==> config.mk <==
export PLATFORM = sky130hd
export DESIGN_NAME = pwm_scaled_clkgen
export DESIGN_NICKNAME = d
export VERILOG_FILES = /design/src/rtl/pwm_clk_pkg.sv /design/src/rtl/pwm_clk_regs.sv /design/src/rtl/pwm_scale_div.sv /design/src/rtl/pwm_chan_sel.sv /design/src/rtl/pwm_scaled_clkgen.sv
export SDC_FILE = /design/constraint.sdc
export NUM_CORES = 1
export LEC_CHECK = 0
export BUFFER_PORTS_ARGS = -buffer_cell sky130_fd_sc_hd__buf_4
export CAP_MARGIN = 20
export CORE_MARGIN = 3
export CORE_UTILIZATION = 41
export CTS_CLUSTER_SIZE = 10
export DETAILED_ROUTE_END_ITERATION = 10
export GPL_TIMING_DRIVEN = 0
export RECOVER_POWER = 100
export SLEW_MARGIN = 20
export SYNTH_ARGS = -nofsm -noshare
export SYNTH_HDL_FRONTEND = slang
export SYNTH_HIERARCHICAL = 1
export SYNTH_SLANG_ARGS = --single-unit
==> constraint.sdc <==
create_clock -name clk -period 2.4 [get_ports clk]
set_clock_uncertainty 0.15 [all_clocks]
set_input_delay 0.12 -clock clk [delete_from_list [all_inputs] [get_ports clk]]
set_output_delay 0.12 -clock clk [all_outputs]
set_load 0.005 [all_outputs]
==> src/rtl/pwm_clk_pkg.sv <==
package pwm_clk_pkg;

    localparam int CNT_W   = 8;
    localparam int NUM_CH  = 8;
    localparam int NUM_GRP = 2;
    localparam int ADDR_W  = 2;

    typedef enum logic [ADDR_W-1:0] {
        ADR_SCALE_A = 2'd0,
        ADR_SCALE_B = 2'd1,
        ADR_SELECT  = 2'd2,
        ADR_NONE    = 2'd3
    } reg_addr_e;

    typedef enum logic {
        PH_LOW  = 1'b0,
        PH_HIGH = 1'b1
    } phase_e;

    // Group of a channel: bit 1 of the channel index (0 -> A, 1 -> B)
    function automatic int chan_group(input int ch);
        return (ch >> 1) & 1;
    endfunction

endpackage

==> src/rtl/pwm_clk_regs.sv <==
module pwm_clk_regs
    import pwm_clk_pkg::*;
#(
    parameter int CW   = CNT_W,
    parameter int NCH  = NUM_CH,
    parameter int NGRP = NUM_GRP,
    parameter int AW   = ADDR_W
) (
    input  logic                      clk,
    input  logic                      rst_n,
    input  logic                      wr_en,
    input  logic [AW-1:0]             wr_addr,
    input  logic [CW-1:0]             wr_data,
    output logic [NGRP-1:0][CW-1:0]   scale_o,
    output logic [NGRP-1:0]           load_o,
    output logic [NCH-1:0]            sel_o
);

    logic [NGRP-1:0][CW-1:0] scale_q;
    logic [NCH-1:0]          sel_q;
    logic                    sel_wr;

    assign sel_wr = wr_en && (wr_addr == AW'(ADR_SELECT));

    for (genvar g = 0; g < NGRP; g++) begin : g_scale
        assign load_o[g] = wr_en && (wr_addr == AW'(g));

        always_ff @(posedge clk or negedge rst_n) begin
            if (!rst_n) begin
                scale_q[g] <= '0;
            end else if (load_o[g]) begin
                scale_q[g] <= wr_data;
            end
        end
    end

    always_ff @(posedge clk or negedge rst_n) begin
        if (!rst_n) begin
            sel_q <= '0;
        end else if (sel_wr) begin
            sel_q <= NCH'(wr_data);
        end
    end

    assign scale_o = scale_q;
    assign sel_o   = sel_q;

endmodule

==> src/rtl/pwm_scale_div.sv <==
module pwm_scale_div
    import pwm_clk_pkg::*;
#(
    parameter int CW = CNT_W
) (
    input  logic          clk,
    input  logic          rst_n,
    input  logic          tick_i,
    input  logic          load_i,
    input  logic [CW-1:0] load_val_i,
    input  logic [CW-1:0] scale_i,
    output logic          hit_o,
    output logic          scaled_o,
    output logic [CW-1:0] cnt_o,
    output phase_e        phase_o
);

    localparam logic [CW-1:0] TERM = CW'(1);

    logic [CW-1:0] cnt_q;
    phase_e        state_q;
    phase_e        state_d;
    logic          hit;

    assign hit = tick_i && (cnt_q == TERM);

    // Down counter; zero wraps to all-ones, so a load of 0 spans 2**CW enables
    always_ff @(posedge clk or negedge rst_n) begin
        if (!rst_n) begin
            cnt_q <= '0;
        end else if (load_i) begin
            cnt_q <= load_val_i;
        end else if (tick_i) begin
            cnt_q <= hit ? scale_i : cnt_q - TERM;
        end
    end

    // Phase state register
    always_ff @(posedge clk or negedge rst_n) begin
        if (!rst_n) begin
            state_q <= PH_LOW;
        end else begin
            state_q <= state_d;
        end
    end

    // Phase transitions
    always_comb begin
        state_d = state_q;
        unique case (state_q)
            PH_LOW:  if (hit) state_d = PH_HIGH;
            PH_HIGH: if (hit) state_d = PH_LOW;
            default: state_d = PH_LOW;
        endcase
    end

    // Outputs: scaled enable on the rising half of the toggle
    always_comb begin
        scaled_o = 1'b0;
        unique case (state_q)
            PH_LOW:  scaled_o = hit;
            PH_HIGH: scaled_o = 1'b0;
            default: scaled_o = 1'b0;
        endcase
    end

    assign hit_o   = hit;
    assign cnt_o   = cnt_q;
    assign phase_o = state_q;

endmodule

==> src/rtl/pwm_chan_sel.sv <==
module pwm_chan_sel
    import pwm_clk_pkg::*;
#(
    parameter int NCH  = NUM_CH,
    parameter int NGRP = NUM_GRP
) (
    input  logic [NGRP-1:0] plain_i,
    input  logic [NGRP-1:0] scaled_i,
    input  logic [NCH-1:0]  sel_i,
    output logic [NCH-1:0]  chan_en_o
);

    for (genvar ch = 0; ch < NCH; ch++) begin : g_ch
        localparam int GRP = chan_group(ch);
        assign chan_en_o[ch] = sel_i[ch] ? scaled_i[GRP] : plain_i[GRP];
    end

endmodule

==> src/rtl/pwm_scaled_clkgen.sv <==
module pwm_scaled_clkgen
    import pwm_clk_pkg::*;
#(
    parameter int CW  = CNT_W,
    parameter int NCH = NUM_CH,
    parameter int AW  = ADDR_W
) (
    input  logic           clk,
    input  logic           rst_n,
    input  logic           wr_en,
    input  logic [AW-1:0]  wr_addr,
    input  logic [CW-1:0]  wr_data,
    input  logic           clk_a_en,
    input  logic           clk_b_en,
    output logic [NCH-1:0] chan_clk_en
);

    localparam int NGRP = NUM_GRP;

    logic [NGRP-1:0][CW-1:0] scale_w;
    logic [NGRP-1:0]         load_w;
    logic [NCH-1:0]          sel_w;
    logic [NGRP-1:0]         plain_w;
    logic [NGRP-1:0]         scaled_w;
    logic [NGRP-1:0]         hit_w;
    logic [NGRP-1:0][CW-1:0] cnt_w;
    phase_e                  phase_w [NGRP];

    assign plain_w = {clk_b_en, clk_a_en};

    pwm_clk_regs #(
        .CW   (CW),
        .NCH  (NCH),
        .NGRP (NGRP),
        .AW   (AW)
    ) u_regs (
        .clk     (clk),
        .rst_n   (rst_n),
        .wr_en   (wr_en),
        .wr_addr (wr_addr),
        .wr_data (wr_data),
        .scale_o (scale_w),
        .load_o  (load_w),
        .sel_o   (sel_w)
    );

    for (genvar g = 0; g < NGRP; g++) begin : g_div
        pwm_scale_div #(
            .CW (CW)
        ) u_div (
            .clk        (clk),
            .rst_n      (rst_n),
            .tick_i     (plain_w[g]),
            .load_i     (load_w[g]),
            .load_val_i (wr_data),
            .scale_i    (scale_w[g]),
            .hit_o      (hit_w[g]),
            .scaled_o   (scaled_w[g]),
            .cnt_o      (cnt_w[g]),
            .phase_o    (phase_w[g])
        );
    end

    pwm_chan_sel #(
        .NCH  (NCH),
        .NGRP (NGRP)
    ) u_sel (
        .plain_i   (plain_w),
        .scaled_i  (scaled_w),
        .sel_i     (sel_w),
        .chan_en_o (chan_clk_en)
    );

endmodule

==> out/qor.txt, run 1 <==
Peak supply drop: 0.427 mV
Post-DRT Antenna Nets: 0
Clock tree sinks: 42
Starting DRC count in detailed routing: 87
Worst path required time: 2.13 ns
Synth area leader: dfrtp_1
CP startpoint: g_div[1].u_div/cnt_o[1]
Grt ovf: 0
Vias in the first global route: 1,782
YS warnings: 6
Num CTS Buffers: 5
Final setup fails: 0
Synth async-reset ratio: 1.00
Cell Chain, Critical Path: inv_1 > ha_2 > nand4bb_4 > or2_4 > inv_2 > ha_4 > mux2_2 > buf_4
Cell Pwr Density: 924 nW/um2
Tcrit/Tclk final: 0.955
Clock Path Buffers: 2
Hold_ws: 0.202 ns
Slew Limit Fails: 0
Place WS: 0.0309 ns
Synth top area share: 0.449
Hold Fails Final Rpt: 0
Seq pwr share: 0.429
Worst R2R Start: g_div[1].u_div/cnt_o[2]
Register-to-register setup slack: 0.21 ns
Nets@finish: 277
Worst-skew pair later-pin latency: 0.30 ns
H-tree depth: 2
CP Max Fanout: 7
R2R depth: 4
PnR worst setup slack: 0.109 ns
Die area: 6650 um2
Worst-margin pin slew: 1.07 ns
First-pass DRT Iterations: 4
Int Pwr: 1.72 mW
Vias per cell: 5.62
Most crowded layer after global routing: met2
Remaining DRCs: 0
Worst slew margin: 0.288
Psw: 0.900 mW
Ports: 23
Via Count: 1,837
Gpl congestion: 0.814
Max Fclk: 0.436 GHz
Static Leak: 1.23 nW
Crit path largest cell delay: 0.42 ns
CTS tree: done
Number of synthesized flops with an enable pin: 0
Gate power share: 0.356
Synth top area cells: dfrtp_1 (45%), mux2_2 (16%), o21ai_0 (3.6%)
Routed len/inst: 17.1 um
Most frequent cells in the layout: dfrtp_1 (40), mux2_2 (33), o21ai_0 (18)
GR Util met3: 0.0351
GRT Total Usage: 0.183
# rows: 26
Critical path type: reg2out
Synth Area per Inst: 10.9 um2
Syn nets: 235
Clk Tree Root Cell: clkbuf_8
Antenna diodes: 0
Layout cells sized above 1: 0.296
Most common cell after layout, fill and taps aside: dfrtp_1
Initial antenna violation count: 0
Yosys reg bits: 42
Grt met1 use: 0.266
Post-synthesis sequential area ratio: 0.449
DP HPWL: 3710 um
Clock-pin slew on the worst setup and hold paths: 0.08 ns
Total Wirelength: 5590 um
CP Capture Point: chan_clk_en[7]
Hold WC Path Type: in2reg
Outcome: finished clean
IO Port Bufs: 22
Pin count of the biggest net entering global routing: 43
Critical register-to-register path endpoint: g_div[1].u_div/cnt_o[0]
Clock network power share: 0.215
Final Util: 0.534
Layout area overhead: 21.1%
Final Power: 2.62 mW
Worst path arrival time: 2.02 ns
Setup_tns: 0 ns
Max cap viols: 0
Global-route wire length before repair: 9050 um
Min Clock Period, post-route: 2.29 ns
Synth cell types: 45
CP Launch Type: flip-flop
Die H: 81.5 um
Crit-path slowest cell: dfrtp_1
Net Sw Frac: 0.344
Met2 Use GR: 0.274
Post-Syn Area: 2340 um2
Width of the die: 81.5 um
Initial Utilization: 0.441
CP Capture Type: output port
Cells after Synth: 214
Main synth FF type: dfrtp_1
RSZ-0062 raised after global routing: false
Placeable core region: 5300 um2
==> worst min path at each step <==
stage | start | endpoint | slack [ns] | cells after the start
after CTS | wr_addr[0] | u_regs/scale_o[5] | 0.19 | 4
after detailed placement | rst_n | u_regs/sel_o[0] | -0.008 | 1
after floorplan | rst_n | g_div[0].u_div/cnt_o[0] | -0.33 | 0
after global placement | rst_n | g_div[0].u_div/cnt_o[0] | -0.005 | 1
after global routing | wr_addr[0] | u_regs/scale_o[0] | 0.21 | 4
final | wr_addr[0] | u_regs/scale_o[0] | 0.20 | 4
==> registers in the layout, indices dropped and copies added, names as in the netlist <==
| name | cells |
|---|---|
| g_div.u_div/cnt_o | 16 |
| u_regs/scale_o | 16 |
| g_div.u_div/phase_o | 2 |
| u_regs/sel_o | 8 |
==> power by group through the flow <==
stage / registers (mW) / clock network (mW) / logic [mW]
floorplan: 1.08 / 0 / 0.665
global placement: 1.13 / 0 / 0.837
detailed placement: 1.13 / 0 / 0.849
CTS: 1.11 / 0.577 / 0.947
global route: 1.16 / 0.601 / 1.06
finish: 1.12 / 0.562 / 0.933
==> timing repair <==
item                                   in CTS  in global routing
pin swaps                                   0                  2
resized for setup                          10                  3
hold buffers                                9                  0
endpoints found under the hold margin      81                  0
setup buffers                               3                  2
setup endpoints to repair                   8                  5
cloned                                      0                  0
==> worst max-delay path: cells and delay by family, from the launching register on <==
family,cells,cell delay [ns]
simple gates,2,0.49
mux,1,0.15
fa+ha+maj,2,0.41
buf+inv,3,0.26
flops,1,0.42
==> per-layer routing <==
layer / vias to the layer above / part of all wire
met5: - / 0
met4: 0 / 0.012
met3: 8 / 0.035
met2: 30 / 0.45
met1: 933 / 0.51
li1: 866 / -
==> logic make-up after synthesis <==
logic type / Yosys count / synth area share
mux: 39 / 0.185
fa+ha+maj: 6 / 0.0321
buf+inv: 18 / 0.0326
xor+xnor: 6 / 0.0225
compound gates: 45 / 0.123
flops: 42 / 0.449
simple gates: 58 / 0.156
==> Yosys cell counts (all sizes together), types with 2 or more instances <==
| library cell | count |
|---|---|
| nand2 | 7 |
| a21oi | 8 |
| nand4 | 2 |
| or3 | 4 |
| buf | 2 |
| a22oi | 5 |
| a31oi | 2 |
| mux2i | 6 |
| a221o | 2 |
| a311oi | 3 |
| dfrtp | 42 |
| nor2 | 11 |
| o21ai | 18 |
| nand2b | 2 |
| nor2b | 3 |
| mux2 | 33 |
| nor4 | 2 |
| inv | 12 |
| ha | 6 |
| or2 | 3 |
| clkbuf | 4 |
| or4 | 2 |
| nor3 | 3 |
| xor2 | 5 |
| a211oi | 2 |
| nand3b | 3 |
| nor3b | 11 |
==> layout make-up <==
cell class | instances | area [um2]
Buffer | 5 | 26.3
Clock buffer | 5 | 68.8
Clock inverter | 3 | 40.0
Fill cell | 484 | 2470
Inverter | 12 | 45.0
Multi-Input combinational cell | 154 | 1260
Sequential cell | 42 | 1050
Tap cell | 70 | 87.6
Timing Repair Buffer | 36 | 249
==> stage by stage <==
stage,instance area [um2],instances
6_report,2830,327
5_1_grt,2830,327
4_1_cts,2860,325
3_5_place_dp,2590,306
3_3_place_gp,2590,306
2_1_floorplan,2340,214
Note: power is estimated with default switching activity, not from simulation.
==> inputs of run 2 (changes only) <==
- CORE_MARGIN: 3 -> not set
- CORE_UTILIZATION: 41 -> 25
==> out/qor.txt, run 2 (synthesized netlist as in run 1, its figures left out) <==
CP Max Fanout: 7
Clk Tree Root Cell: clkbuf_8
Placeable core region: 8890 um2
Worst path arrival time: 2.02 ns
Net Sw Frac: 0.351
Starting DRC count in detailed routing: 98
Worst R2R Start: g_div[1].u_div/cnt_o[2]
# rows: 34
PnR worst setup slack: 0.106 ns
Critical path type: reg2out
CP Launch Type: flip-flop
Global-route wire length before repair: 9250 um
Gate power share: 0.376
Layout area overhead: 23.2%
CP bufs+invs: 3
Post-DRT Antenna Nets: 0
Clock tree sinks: 42
Hold depth: 4
Layout cells sized above 1: 0.298
Max cap viols: 0
Clock Path Buffers: 2
CP top delay family: simple AND/OR/NAND/NOR gates
Most frequent cells in the layout: dfrtp_1 (41), mux2_2 (33), o21ai_0 (18), buf_4 (18), clkbuf_1 (14)
Final Cell Area: 2880 um2
Placed insts: 344
Vias in the first global route: 1,770
Hold Fails Final Rpt: 0
Gpl congestion: 0.806
Crit path largest cell delay: 0.42 ns
IO Port Bufs: 22
Clock network power share: 0.186
Final Non-Filler Cells: 366
Int Pwr: 1.67 mW
Critical register-to-register path endpoint: g_div[1].u_div/cnt_o[0]
Peak supply drop: 0.382 mV
Place WS: 0.139 ns
Seq pwr share: 0.438
Slew Limit Fails: 0
First-pass DRT Iterations: 4
Min Clock Period, post-route: 2.29 ns
Clock-pin slew on the worst setup and hold paths: 0.08 ns
Die H: 98.7 um
Via Count: 1,798
Worst-skew pair later-pin latency: 0.29 ns
Grt ovf: 0
WHS Endpoint: u_regs/scale_o[3]
Hold path start: wr_addr[1]
DP HPWL: 3730 um
Worst path required time: 2.13 ns
Worst slew margin: 0.303
CTS tree: done
CP Capture Type: output port
Pin count of the biggest net entering global routing: 43
Worst-margin pin slew: 1.05 ns
Initial Utilization: 0.263
Most common cell after layout, fill and taps aside: dfrtp_1
Hold_ws: 0.209 ns
Final Power: 2.57 mW
Crit-path slowest cell: dfrtp_1
Num CTS Buffers: 5
Vias per cell: 4.91
Psw: 0.902 mW
Tcrit/Tclk final: 0.956
Cell Pwr Density: 892 nW/um2
GRT Total Usage: 0.121
Die area: 9740 um2
Ports: 23
Remaining DRCs: 0
Cell Chain, Critical Path: inv_1 > ha_2 > nand4bb_4 > or2_4 > inv_1 > ha_2 > mux2_2 > buf_4
Placed Area: 2640 um2
R2R depth: 5
H-tree depth: 2
Total Wirelength: 5480 um
Hold WC Path Type: in2reg
Width of the die: 98.7 um
Register-to-register setup slack: 0.21 ns
Routed len/inst: 15.0 um
Max Fclk: 0.436 GHz
Final setup fails: 0
Antenna diodes: 0
Static Leak: 1.24 nW
Outcome: finished clean
Initial antenna violation count: 0
Nets@finish: 278
==> run 2: cell count changes in the layout (fill, tap and decap cells not counted), sizes merged <==
| cell | before | now |
|---|---|---|
| buf | 15 | 19 |
| bufinv | 1 | 0 |
| clkbuf | 22 | 21 |
| clkinv | 2 | 1 |
==> run 2: worst max-delay path by stage <==
stage | start | endpoint | slack [ns] | cells past startpoint
after floorplan | g_div[1].u_div/cnt_o[3] | chan_clk_en[2] | 0.45 | 6
after global placement | g_div[0].u_div/cnt_o[1] | chan_clk_en[1] | 0.12 | 8
after detailed placement | g_div[0].u_div/cnt_o[1] | chan_clk_en[1] | 0.14 | 8
after CTS | g_div[1].u_div/cnt_o[3] | chan_clk_en[2] | 0.01 | 6
after global routing | g_div[1].u_div/cnt_o[1] | chan_clk_en[2] | -0.004 | 8
final | g_div[1].u_div/cnt_o[1] | chan_clk_en[2] | 0.11 | 8
==> run 2: power by group through the flow <==
| stage | logic, mW | clock network, mW | registers [mW] |
|---|---|---|---|
| after CTS | 0.955 | 0.499 | 1.11 |
| after detailed placement | 0.850 | 0 | 1.14 |
| final | 0.967 | 0.478 | 1.12 |
| after floorplan | 0.665 | 0 | 1.08 |
| after global placement | 0.831 | 0 | 1.13 |
| after global routing | 1.09 | 0.522 | 1.16 |
==> run 2: per-stage QoR <==
step	util	TNS, ns
2_1_floorplan	-	0
3_3_place_gp	0.297	0
3_5_place_dp	0.297	0
4_1_cts	0.324	0
5_1_grt	0.324	-0.00408
6_report	0.324	0
==> run 2: worst register-to-register path, stage by stage, from the launching register on <==
cell,delay (ns)
dfrtp_2,0.41
buf_4,0.15
nor4_1,0.82
nand4_1,0.18
a211oi_1,0.29
a221o_2,0.14
==> run 2: area by class of cell <==
type	instances	area, um2
well taps	108	135
multi-input cells	154	1270
inverters	12	45.0
plain buffers	5	26.3
clock buffers	7	86.3
flip-flops and latches	42	1050
repair buffers	37	264
clock inverters	1	5.00
fillers	900	6010
==> run 2: metal layers <==
metal  vias up  wire length (um)  share of wire  track usage
met2        42              2460           0.45        0.190
met5         -                 0              0            0
li1        867                 -              -            -
met4         0                62          0.011       0.0344
met1       882              2800           0.51        0.172
met3         7               152          0.028       0.0213
==> run 2: repair_timing <==
item,4_1_cts,5_1_grt
hold buffers,9,0
endpoints found under the hold margin,82,0
pin swaps,0,2
setup buffers,4,2
endpoints found under the setup margin,8,8
gates resized for setup,6,5
